<file path="src/rtl/mbarb_pkg.sv">
package mbarb_pkg;

  // Status the datapath reports to the control each cycle
  typedef struct packed {
    logic reqSeen;  // request sampled active this cycle
    logic reqRise;  // request went active since the last edge
    logic gapOk;    // spacing window after the last release has run out
    logic hiSeen;   // priority input sampled high
    logic ageDone;  // high-priority wait has reached its bound
  } dpStat_t;

  // Strobes the control sends to the datapath
  typedef struct packed {
    logic ageRun;   // a high-priority request is waiting for the grant
  } ctlStrobe_t;

endpackage

</file>
<file path="src/rtl/mbarb_dp.sv">
module mbarb_dp
  import mbarb_pkg::*;
#(
  parameter int MIN_GAP = 2,
  parameter int HI_MAX  = 35
) (
  input  logic       clk,
  input  logic       rst,
  input  logic       extReqN,
  input  logic       extHiPri,
  input  ctlStrobe_t strobe,
  output dpStat_t    stat,
  output logic       spacingErr
);

  localparam int GAP_W = $clog2(MIN_GAP + 1);
  localparam int AGE_W = $clog2(HI_MAX + 1);
  localparam logic [GAP_W-1:0] GAP_LOAD = GAP_W'(MIN_GAP - 1);
  localparam logic [AGE_W-1:0] AGE_LAST = AGE_W'(HI_MAX - 1);

  logic             prevReqQ;
  logic [GAP_W-1:0] holdQ;
  logic [AGE_W-1:0] ageQ;
  logic             errQ;

  assign stat.reqSeen = !extReqN;
  assign stat.reqRise = !extReqN && !prevReqQ;
  assign stat.gapOk   = (holdQ == '0);
  assign stat.hiSeen  = extHiPri;
  assign stat.ageDone = (ageQ == AGE_LAST);
  assign spacingErr   = errQ;

  always_ff @(posedge clk) begin
    if (rst) begin
      prevReqQ <= 1'b0;
      holdQ    <= '0;
      ageQ     <= '0;
      errQ     <= 1'b0;
    end else begin
      prevReqQ <= !extReqN;
      // spacing window: loaded on release, counts down while inactive
      if (prevReqQ && extReqN)
        holdQ <= GAP_LOAD;
      else if (extReqN && holdQ != '0)
        holdQ <= holdQ - GAP_W'(1);
      // high-priority wait age, saturating at the bound
      if (strobe.ageRun)
        ageQ <= (ageQ == AGE_LAST) ? ageQ : ageQ + AGE_W'(1);
      else
        ageQ <= '0;
      if (stat.reqRise && !stat.gapOk)
        errQ <= 1'b1;
    end
  end

  a_r6_age_cap: assert property (@(posedge clk) disable iff (rst)
    ageQ <= AGE_LAST);

  a_r5_err_sticky: assert property (@(posedge clk) disable iff (rst)
    errQ |=> errQ);

  a_r5_hold_range: assert property (@(posedge clk) disable iff (rst)
    holdQ <= GAP_LOAD);

endmodule

</file>
<file path="src/rtl/mbarb_ctrl.sv">
module mbarb_ctrl
  import mbarb_pkg::*;
(
  input  logic       clk,
  input  logic       rst,
  input  dpStat_t    stat,
  input  logic       intPending,
  input  logic       intNewReq,
  input  logic       regRdReq,
  input  logic       refreshReq,
  input  logic       cfgTotalReqEn,
  input  logic       cfgRefreshOff,
  output ctlStrobe_t strobe,
  output logic       gntOut,
  output logic       intStartOk,
  output logic       regRdGo,
  output logic       refreshGo,
  output logic       totalReq,
  output logic       reqBack
);

  logic liveQ, hiQ, gntQ;
  logic accept, liveNext, forceGnt, gntNext;

  assign accept   = stat.reqRise && stat.gapOk;
  assign liveNext = stat.reqSeen && (liveQ || accept);
  assign forceGnt = stat.hiSeen && stat.ageDone;
  assign gntNext  = stat.reqSeen && (gntQ || (liveQ && (!intPending || forceGnt)));

  assign strobe.ageRun = liveNext && stat.hiSeen && !gntNext;

  always_ff @(posedge clk) begin
    if (rst) begin
      liveQ <= 1'b0;
      hiQ   <= 1'b0;
      gntQ  <= 1'b0;
    end else begin
      liveQ <= liveNext;
      hiQ   <= liveNext && stat.hiSeen;
      gntQ  <= gntNext;
    end
  end

  assign gntOut     = gntQ;
  assign reqBack    = gntQ;
  assign intStartOk = !gntQ && !(liveQ && hiQ);
  assign regRdGo    = regRdReq && !gntQ;
  assign refreshGo  = refreshReq && !cfgRefreshOff && !gntQ;
  assign totalReq   = cfgTotalReqEn && gntQ &&
                      (intNewReq || regRdReq || (refreshReq && !cfgRefreshOff));

  a_r4_release: assert property (@(posedge clk) disable iff (rst)
    !stat.reqSeen |=> !gntQ);

  a_r3_hold: assert property (@(posedge clk) disable iff (rst)
    (gntQ && stat.reqSeen) |=> gntQ);

  a_r2_low_needs_idle: assert property (@(posedge clk) disable iff (rst)
    ($rose(gntQ) && !$past(stat.hiSeen)) |-> !$past(intPending));

  a_r5_grant_needs_live: assert property (@(posedge clk) disable iff (rst)
    $rose(gntQ) |-> $past(liveQ));

endmodule

</file>
<file path="src/rtl/membus_owner_arb.sv">
module membus_owner_arb
  import mbarb_pkg::*;
#(
  parameter int MIN_GAP = 2,
  parameter int HI_MAX  = 35
) (
  input  logic clk,
  input  logic rst,
  input  logic extReqN,
  input  logic extHiPri,
  output logic extGntN,
  input  logic intPending,
  input  logic intNewReq,
  output logic intStartOk,
  input  logic regRdReq,
  output logic regRdGo,
  input  logic refreshReq,
  output logic refreshGo,
  input  logic cfgTotalReqEn,
  input  logic cfgRefreshOff,
  output logic totalReq,
  output logic reqBack,
  output logic spacingErr
);

  dpStat_t    stat;
  ctlStrobe_t strobe;
  logic       gntOut;

  mbarb_dp #(.MIN_GAP(MIN_GAP), .HI_MAX(HI_MAX)) dpInst (
    .clk(clk), .rst(rst), .extReqN(extReqN), .extHiPri(extHiPri),
    .strobe(strobe), .stat(stat), .spacingErr(spacingErr)
  );

  mbarb_ctrl ctrlInst (
    .clk(clk), .rst(rst), .stat(stat), .intPending(intPending),
    .intNewReq(intNewReq), .regRdReq(regRdReq), .refreshReq(refreshReq),
    .cfgTotalReqEn(cfgTotalReqEn), .cfgRefreshOff(cfgRefreshOff),
    .strobe(strobe), .gntOut(gntOut), .intStartOk(intStartOk),
    .regRdGo(regRdGo), .refreshGo(refreshGo), .totalReq(totalReq),
    .reqBack(reqBack)
  );

  assign extGntN = !gntOut;

  a_r8_start_blocked: assert property (@(posedge clk) disable iff (rst)
    !extGntN |-> !intStartOk);

endmodule

</file>
<file path="config.mk">
export PLATFORM = sky130hd
export DESIGN_NAME = membus_owner_arb
export DESIGN_NICKNAME = d
export VERILOG_FILES = /design/src/rtl/mbarb_pkg.sv /design/src/rtl/mbarb_dp.sv /design/src/rtl/mbarb_ctrl.sv /design/src/rtl/membus_owner_arb.sv
export SDC_FILE = /design/constraint.sdc
export NUM_CORES = 1
export LEC_CHECK = 0
export CAP_MARGIN = 20
export CORE_UTILIZATION = 36
export DETAILED_ROUTE_END_ITERATION = 6
export DONT_BUFFER_PORTS = 1
export GPL_TIMING_DRIVEN = 0
export SLEW_MARGIN = 20
export SYNTH_ARGS = -nofsm -noshare
export SYNTH_HDL_FRONTEND = slang
export SYNTH_HIERARCHICAL = 1
export SYNTH_SLANG_ARGS = --single-unit
export TNS_END_PERCENT = 1
</file>
<file path="constraint.sdc">
create_clock -name clk -period 1.6 [get_ports clk]
set_input_delay 0.48 -clock clk [delete_from_list [all_inputs] [get_ports clk]]
set_output_delay 0.48 -clock clk [all_outputs]
set_load 0.02 [all_outputs]
</file>
Word-level counts from Yosys, hierarchy flattened
Index checks and enable logic that the tools add are counted.

word-level totals
  register bits after elaboration = 13
  word-level logic and storage cells = 50

operators by class
  add/sub/neg operators = 2
  equality and inequality tests = 1
  multiplexer cells = 2
  bitwise gates (word level) = 1
  reduce and logical (&&, ||, !) cells = 36

operators with widths
  kind                                               count
  logical AND 1 bit                                  18
  logical NOT 1 bit                                  8
  adder 6 x 1 -> 6 bit (second input constant)       1
  equality test 6 bit (second input constant)        1
  logical OR 1 bit                                   5
  nonzero test 2 bit                                 2
  OR reduction 2 bit                                 2
  logical NOT 2 bit                                  1
  two-way mux 1 bit                                  2
  subtractor 2 x 1 -> 2 bit (second input constant)  1
  NOT 1 bit                                          1

Longest topological paths before layout
  word-level depth = 10
  depth in mapped cells = 10
  gate-level depth less buffers = 10

Cells and area by module
The synthesis kept the hierarchy.

by module, submodules not included
  module            times used  cells each  area an instance (µm²)  seq. area each (µm²)
  mbarb_dp          1           52          475.5                   200.2
  mbarb_ctrl        1           17          156.4                   60.1
  membus_owner_arb  1           1           3.8                     0.0

Least setup slack after synthesis
No wires, ideal clock.

  kind = register to register
  start point = register dpInst.ageQ[0]
  end point = register dpInst.ageQ[0]
  arrival = 1686 ps
  slack = -158 ps
  cell stages (with the launch flop) = 11
  cell sequence = dfxtp_1 inv_1 ha_1 nand2_1 nor4_4 a21bo_1 a21oi_2 and4b_1 nor2b_1 nand2_1 mux2i_1

RTL lines
  element                 RTL line        source
  from (decl)             mbarb_dp.sv:23  logic [AGE_W-1:0] ageQ;
  from (signal assigned)  mbarb_dp.sv:48  ageQ <= (ageQ == AGE_LAST) ? ageQ : ageQ + AGE_W'(1);

==> results.toml <==
[clock_network]
ctsHoldBuffers = 0
cts.clk_slew.worst_paths_ps = 90
htreeDepth = 1
cts_tree = "yes"
cts_buffers = 3
cts_root_buffer = "clkbuf_4"
clk_latency_ps = 270
clk_path_buf_depth = 2
cts.sinks = 13

[global_route]
grt_use_total_pct = 13.7
grt_pass1_vias = 479
grt_max_degree = 9
grt_overflow_total = 0
grt_pass1_wl_um = 1930
antenna_found_initial = 0

[critical_path]
max_stage_delay_ps = 340
start_kind = "flip-flop"
reg2reg_setup_slack_ps = -60
worst-endpoint-required_ps = 1790
worstPathArrival_ps = 1850
crit_path_end_kind = "flip-flop"
slowest_stage = "dfxtp_2"
cp_max_fo = 4
path_class = "reg2reg"
crit_path_cell_trace = "inv_2 -> ha_4 -> nand2_4 -> nor4_4 -> a21bo_1 -> a21oi_2 -> and4b_1 -> nor2b_4 -> nand2_1 -> mux2i_1"

[timing]
fin_crit_ps = 1660
finalSetupViolations = 2
maxSlewViolCount = 0
relSlewSlack_pct = 70.7
hold_ws_ps = 259
finalHoldViolCount = 0
period_share_pct = 104
setup_tns_ps = -93.6
tightest_slew_ps = 440
clock.fmax_mhz = 604
rsz0062_at_grt = "true"
layout_setup_ws_ps = -56.5
finClkSkew_ps = 6.21

[power]
peakVddDrop_uv = 359
total_power_uw = 606
switchingPower_uw = 149
leakage_nw = 0.284
p_per_area_nw_per_um2 = 813
pwr-share-clk_pct = 33.0
sw_frac_of_total_pct = 24.6
p_comb_share_pct = 10.3
internal-power_uw = 457
seq_power_share_pct = 56.7

[placement]
io_buffers = 0
hpwl_um = 760
placed_cell_area_um2 = 667
place.gp.congestion = 0.721

[final_layout]
area_growth_pct = 17.3
diodes = 0
nets = 92
layout-drive-gt1-share_pct = 25.6
fin_area_um2 = 746

[floorplanning]
die-height_um = 44.0
io_pins = 17
start_util_pct = 40.3
core_area_um2 = 1580
die_x_um = 44.0
die_area_um2 = 1940
placementRows = 14

[run_status]
violations = "design-rule violations, negative setup slack"
outcome = "finished, violations left"

[route]
wl_per_cell_um = 11.1
ant_nets = 0
remaining_drc_errors = 3
wirelength_um = 1050
drtIter0Drc = 6
routed_via_density = 5.31
firstDrtPassIters = 6
via_count = 499

[yosys]
yosysUniqueCellTypes = 25
yosys_warnings = 6
ys_ff_latch = 13
synth_seq_area_share_pct = 40.9
synth_nets = 83
syn_avg_cell_area_um2 = 9.08
synth_cells = 70
synth_area_um2 = 636

[run]
drv_cap = 0

[worst_hold_path]
min_path_type = "in2reg"
## cells in the final DEF, fill, tap and decap left out, types with 2 or more instances in the layout
cell	Yosys	routed
nor3b_1	2	2
buf_4	2	6
nor3_1	3	3
ha_1	3	2
nand2_1	5	3
nor2_1	7	7
o21ai_0	2	2
xor2_1	2	2
dfxtp_1	13	11
a21oi_1	4	4
mux2i_1	2	2
nand2b_1	4	4
dfxtp_2	0	2
inv_1	5	4
nor2b_1	5	4
clkbuf_4	0	3
## registers in the layout, indices dropped and copies added (netlist names)
| name | flops |
|---|---|
| dpInst/holdQ | 2 |
| dpInst/spacingErr | 1 |
| dpInst/ageQ | 6 |
| ctrlInst/hiQ | 1 |
| ctrlInst/gntOut | 1 |
| dpInst/prevReqQ | 1 |
| ctrlInst/liveQ | 1 |
## repair_timing
item / 4_1_cts / 5_1_grt
endpoints found under the setup margin: 6 / 7
cloned: 0 / 0
setup buffers: 3 / 1
resized for setup: 5 / 1
pin swaps: 7 / 6
## cell type report
type / count / area (um^2)
multi-input cells: 50 / 372
clock inverters: 1 / 5.00
clock buffers: 3 / 22.5
inverters: 5 / 18.8
fillers: 154 / 831
plain buffers: 2 / 15.0
repair buffers: 4 / 30.0
flip-flops and latches: 13 / 263
well taps: 16 / 20.0
## path summary, 6_finish.rpt
path | startpoint | end | depth (start not counted)
worst min register to register | dpInst/holdQ[0] | dpInst/holdQ[0] | 1
worst min-delay path | rst | dpInst/prevReqQ | 1
worst max-delay path | dpInst/ageQ[0] | dpInst/ageQ[0] | 10
worst max register to register | dpInst/ageQ[0] | dpInst/ageQ[0] | 10
## cell usage after synthesis (all sizes together)
| master | instances | area [um^2] |
|---|---|---|
| or3 | 1 | 6.26 |
| buf | 2 | 15.0 |
| a21bo | 1 | 10.0 |
| nor2 | 7 | 26.3 |
| nor2b | 5 | 31.3 |
| a21oi | 5 | 28.8 |
| nand3 | 2 | 15.0 |
| nor4 | 1 | 21.3 |
| mux2i | 2 | 20.0 |
| o21ai | 2 | 10.0 |
| nand2b | 4 | 25.0 |
| o311a | 1 | 10.0 |
| a211oi | 1 | 7.51 |
| and4b | 1 | 10.0 |
| xnor2 | 1 | 8.76 |
| dfxtp | 13 | 260 |
| o21a | 1 | 7.51 |
| ha | 3 | 37.5 |
| nand2 | 5 | 18.8 |
| inv | 5 | 18.8 |
| nor3 | 3 | 15.0 |
| nor3b | 2 | 15.0 |
| xor2 | 2 | 17.5 |
## kinds of logic (layout without fill, tap and decap cells)
family	count (synthesis)	count (layout)	synth area share (%)
AOI/OAI and AO/OA	11	11	11.6
adders and majority gates	3	3	5.91
DFF	13	13	40.9
and+or+nand+nor	31	31	28.9
buffers and inverters	7	15	5.31
muxes	2	2	3.15
xor gates and xnor gates	3	3	4.13
## power by group through the flow
stage               Sequential, mW  Combinational (mW)  Clock [mW]
global route                 0.345              0.0728       0.230
detailed placement           0.352              0.0573           0
floorplan                    0.350              0.0507           0
finish                       0.344              0.0625       0.200
global placement             0.351              0.0572           0
CTS                          0.344              0.0609       0.208
## metrics by stage
step	worst slack, ps	utilization, %	instances
after floorplan	-20.4	-	70
after global placement	-208	42.3	86
after detailed placement	-224	42.3	86
after CTS	-47.9	46.7	93
after global routing	-145	47.3	94
final	-56.5	47.3	94
## critical path, delay by kind of cell, from the launching register on
kind	cells	cell delay [ps]
compound gates	2	320
fa+ha+maj	1	160
buf+inv	1	50
flops	1	340
mux	1	130
simple gates	5	590
## layer usage
layer | GRT usage [%] | wire length [um]
met1 | 14.9 | 483
met2 | 22.9 | 480
met3 | 5.31 | 84
met4 | 7.27 | 0
met5 | 0 | 0
(Power assumes the default switching activity.)
